[src/rtl/gpio_irq_bank.sv]
module gpio_irq_bank #(
  parameter int NLINES = 32,
  parameter int AW     = 7
) (
  input  logic              clk,
  input  logic              rst,
  input  logic              bus_we,
  input  logic [AW-1:0]     bus_addr,
  input  logic [31:0]       bus_wdata,
  output logic [31:0]       bus_rdata,
  input  logic [NLINES-1:0] pin_in,
  output logic [NLINES-1:0] pin_out,
  output logic [NLINES-1:0] pin_oe,
  output logic              irq
);
  localparam logic [AW-1:0] A_MODE   = AW'('h00);
  localparam logic [AW-1:0] A_DIR    = AW'('h04);
  localparam logic [AW-1:0] A_DOUT   = AW'('h08);
  localparam logic [AW-1:0] A_DIN    = AW'('h0C);
  localparam logic [AW-1:0] A_STAT   = AW'('h10);
  localparam logic [AW-1:0] A_CLR    = AW'('h14);
  localparam logic [AW-1:0] A_MASK   = AW'('h18);
  localparam logic [AW-1:0] A_UNMASK = AW'('h1C);
  localparam logic [AW-1:0] A_POL    = AW'('h20);
  localparam logic [AW-1:0] A_EDGE   = AW'('h24);
  localparam logic [AW-1:0] A_FILT   = AW'('h28);
  localparam logic [AW-1:0] A_BOTH   = AW'('h4C);

  logic [NLINES-1:0] int_mode, dir_out, dout, pol_inv, edge_sel, both_sel, filt_en;
  logic [NLINES-1:0] irq_en, irq_st;
  logic [NLINES-1:0] sync1, sync2, sync3;
  logic [NLINES-1:0] wd, rise, fall, hit, clr, level, st_nxt;

  assign wd = bus_wdata[NLINES-1:0];

  always_ff @(posedge clk) begin
    if (rst) begin
      int_mode <= '0; dir_out <= '0; dout <= '0; pol_inv <= '0;
      edge_sel <= '0; both_sel <= '0; filt_en <= '0; irq_en <= '0;
    end else if (bus_we) begin
      case (bus_addr)
        A_MODE:   int_mode <= wd;
        A_DIR:    dir_out  <= wd;
        A_DOUT:   dout     <= wd;
        A_POL:    pol_inv  <= wd;
        A_EDGE:   edge_sel <= wd;
        A_BOTH:   both_sel <= wd;
        A_FILT:   filt_en  <= wd;
        A_MASK:   irq_en   <= irq_en & wd;
        A_UNMASK: irq_en   <= irq_en | wd;
        default: ;
      endcase
    end
  end

  always_ff @(posedge clk) begin
    if (rst) begin
      sync1 <= '0; sync2 <= '0; sync3 <= '0; irq_st <= '0;
    end else begin
      sync1  <= pin_in;
      sync2  <= sync1;
      sync3  <= sync2;
      irq_st <= st_nxt;
    end
  end

  assign rise   = sync2 & ~sync3;
  assign fall   = ~sync2 & sync3;
  assign hit    = (both_sel & (rise | fall)) | (~both_sel & ~pol_inv & rise)
                | (~both_sel & pol_inv & fall);
  assign clr    = (bus_we && bus_addr == A_CLR) ? wd : '0;
  assign level  = sync2 ^ pol_inv;
  assign st_nxt = int_mode & ((~edge_sel & level) | (edge_sel & (hit | (irq_st & ~clr))));

  assign pin_oe  = ~int_mode & dir_out;
  assign pin_out = dout & pin_oe;
  assign irq     = |(irq_st & irq_en);

  always_comb begin
    case (bus_addr)
      A_MODE:  bus_rdata = 32'(int_mode);
      A_DIR:   bus_rdata = 32'(dir_out);
      A_DOUT:  bus_rdata = 32'(dout);
      A_DIN:   bus_rdata = 32'(sync2);
      A_STAT:  bus_rdata = 32'(irq_st);
      A_MASK:  bus_rdata = 32'(irq_en);
      A_POL:   bus_rdata = 32'(pol_inv);
      A_EDGE:  bus_rdata = 32'(edge_sel);
      A_FILT:  bus_rdata = 32'(filt_en);
      A_BOTH:  bus_rdata = 32'(both_sel);
      default: bus_rdata = '0;
    endcase
  end
endmodule

[config.mk]
export PLATFORM = sky130hd
export DESIGN_NAME = gpio_irq_bank
export DESIGN_NICKNAME = d
export VERILOG_FILES = /design/src/rtl/gpio_irq_bank.sv
export SDC_FILE = /design/constraint.sdc
export NUM_CORES = 1
export LEC_CHECK = 0
export CAP_MARGIN = 10
export CORE_MARGIN = 10
export CORE_UTILIZATION = 41
export CTS_CLUSTER_SIZE = 40
export DETAILED_ROUTE_END_ITERATION = 8
export GPL_TIMING_DRIVEN = 0
export PLACE_DENSITY_LB_ADDON = 0.12
export SYNTH_ARGS = -nofsm -noshare
export SYNTH_HDL_FRONTEND = slang
export SYNTH_SLANG_ARGS = --single-unit
[constraint.sdc]
create_clock -name clk -period 2.81 [get_ports clk]
set_input_delay 0.562 -clock clk [delete_from_list [all_inputs] [get_ports clk]]
set_output_delay 0.562 -clock clk [all_outputs]
set_load 0.03 [all_outputs]
==> results.ini <==
[status]
status=finished, violations left
violations=negative setup slack

[floorplanning]
die_h_um=233
start_util_pct=41.7
die_x_um=233
fp.coreArea_um2=44500
die-area_um2=54100
ios=171
rows=77

[min_path]
hold_path_class=in2reg

[synthesis]
synthArstFlopShare_pct=0
syn_area_per_cell_um2=8.16
seq_area_frac_synth_pct=41.5
synth_area_leaders=dfxtp_1 41%, nand2_1 11%, a21oi_1 6.1%
yosysTopAreaCell=dfxtp_1
synth_warnings=0
yosys_most_used_dff=dfxtp_1
yosys.area.top_type_share_pct=41.5
synthesis.area_um2=18500
synth_fp_nets=2411
synth_edf_count=0
synth_cell_type_count=55
synth_seq_cells=384
syn-instance-count=2273

[cts]
clk-insertion-delay-late_ps=580
clock_sinks=384
hold_buffers=0
clockBufferDepth=3
numCtsBuffers=45
h-tree-depth=2
cts_root_buffer=clkbuf_16
clkTransAtPathRegs_ps=60
cts_tree=yes

[setup_path]
timing.rr.end=irq_st[12]
worst_path_max_delay_cell=nor4bb_4
endpoint_kind=output port
crit_type=in2out
startpoint=bus_addr[2]
r2r_cells=5
cpPeakStageDelay_ps=420
arrival_ps=2260
path_common_cell=buf_12
endpoint=bus_rdata[6]
critPathLaunchType=input pin
cp.required_ps=2250
path_cells=clkbuf_4 -> nor4bb_4 -> and2_4 -> buf_12 -> buf_12 -> buf_12 -> nand2_1 -> o2111ai_1 -> buf_4
r2r_setup_slack_ps=1320
timing.rr.start=sync2[12]
cp_max_fo=6

[finish]
multiInputGateArea_um2=9800
synthToLayoutAreaGrowth_pct=23.2
drive_gt1_share_pct=13.4
seqCellArea_um2=7690
finalNetCount=2617
fillers=4293

[drt]
wirelength_um=83700
dr.pass1.iters=6
route.detailed.drc=0
drt_iter0_markers=2221
route.antenna.remaining_nets=0
routedWlPerCell_um=27.0
routed_via_density=5.79
vias=18000

[timing]
final-hold-violation-count=0
relSlewSlack_pct=27.5
hold_slack_ps=305
setup_viol=2
clock.fmax_mhz=354
period_share_pct=100
final.min_clock_period_ps=2820
final.setup.worst_slack_ps=-11.0
fin_skew_ps=11.6
worst_pin_slew_ps=1090
timing.final.max_slew_violations=0
rsz0062_at_grt=true
fin_tns_setup_ps=-12.6

[global_routing]
grt_antenna_before_repair=1
first_global_vias=17300
grt_pass1_wl_um=119000
grt.total_usage_pct=29.9
gr-total-overflow=0
grt_start_max_net_pins=13

[placement]
dp_hpwl_um=57600
routabilityCongestion=0.984
portBuffers=134

[job]
drv_cap=0

[pwr]
power_density_nw_per_um2=542
p_total_mw=12.4
leakage_nw=8.56
ir_drop_mv=0.340

-- where the power goes --
| group | internal, mW | switching, mW | total, mW |
|---|---|---|---|
| logic | 0.290 | 0.589 | 0.879 |
| clock network | 3.53 | 2.42 | 5.94 |
| registers | 5.51 | 0.0512 | 5.56 |
| total | 9.33 | 3.06 | 12.4 |
-- sequential cells by signal, indices dropped and copies added, names as in the netlist --
signal    cells
both_sel     32
sync1        32
filt_en      32
pol_inv      32
irq_en       32
dir_out      32
int_mode     32
irq_st       32
sync3        32
edge_sel     32
sync2        32
dout         32
-- how the worst min path moves through the flow --
stage	slack (ps)	cells past startpoint	end	start
after global placement	410	1	sync2[25]	sync1[25]
final	300	3	pol_inv[23]	bus_wdata[23]
after detailed placement	420	1	sync2[16]	sync1[16]
after CTS	300	3	pol_inv[23]	bus_wdata[23]
after floorplan	410	1	sync2[0]	sync1[0]
after global routing	310	3	pol_inv[24]	bus_wdata[24]
-- cells in the mapped netlist (44+ instances only) --
cell type,count
a21oi_1,227
a22oi_1,44
buf_2,69
clkbuf_1,74
dfxtp_1,384
ha_1,64
inv_1,96
mux2i_1,87
nand2_1,541
nand3_1,46
nor2_1,58
nor2b_1,133
o21ai_0,97
-- area by class of cell --
| type | count | share of cell area, % |
|---|---|---|
| Antenna cell | 1 | 0.0110 |
| Sequential cell | 384 | 33.7 |
| Tap cell | 592 | 3.24 |
| Timing Repair Buffer | 160 | 6.58 |
| Buffer | 180 | 5.56 |
| Clock inverter | 14 | 0.674 |
| Multi-Input combinational cell | 1612 | 42.9 |
| Inverter | 96 | 1.58 |
| Clock buffer | 65 | 5.78 |
-- what timing repair did --
| action | in CTS | in global routing |
|---|---|---|
| pin swaps | 4 | 9 |
| resized for setup | 330 | 36 |
| hold endpoints to repair | 0 | 0 |
| gates cloned | 2 | 1 |
| endpoints found under the setup margin | 33 | 24 |
| buffers inserted | 15 | 8 |
-- critical path, delay by kind of cell --
kind | cells | cell delay (ps)
compound gates | 1 | 140
buf+inv | 5 | 810
simple gates | 3 | 730
-- per-stage QoR --
stage          utilization, %  cell area (um^2)  worst slack [ps]  std cells
2_1_floorplan               -             18500               286       2273
3_3_place_gp             46.3             20600             -1830       2999
3_5_place_dp             46.3             20600             -1850       2999
4_1_cts                  50.8             22600              6.03       3095
5_1_grt                  51.3             22800             -34.6       3104
6_report                 51.3             22800             -11.0       3104
-- metal layers --
layer | up-vias | GRT usage, % | share of wire, %
li1 | 8076 | - | -
met1 | 8684 | 38.2 | 41
met2 | 974 | 46.2 | 44
met3 | 244 | 7.46 | 9.9
met4 | 0 | 14.9 | 5.5
met5 | - | 0 | 0
-- cells in the final DEF, fill, tap and decap left out, types with 20 or more instances in the layout --
cell / instances
nor2_1: 55
clkbuf_16: 47
buf_2: 66
nand2_1: 533
xor2_1: 32
nor2b_1: 131
clkbuf_1: 74
clkdlybuf4s50_1: 97
and2_1: 35
a22o_1: 35
mux2_2: 40
mux2i_1: 87
o22ai_1: 20
inv_1: 96
a21oi_1: 227
a31oi_1: 35
dfxtp_1: 382
a22oi_1: 35
buf_4: 50
o21ai_0: 97
buf_6: 27
ha_1: 64
nand3_1: 45
-- logic make-up after synthesis --
logic type,after synthesis,synth area share (%)
mux,127,7.13
flops,384,41.5
xor+xnor,32,1.51
simple gates,867,21.3
buf+inv,277,7.09
fa+ha+maj,64,4.32
compound gates,522,17.2
(Power assumes the default switching activity.)
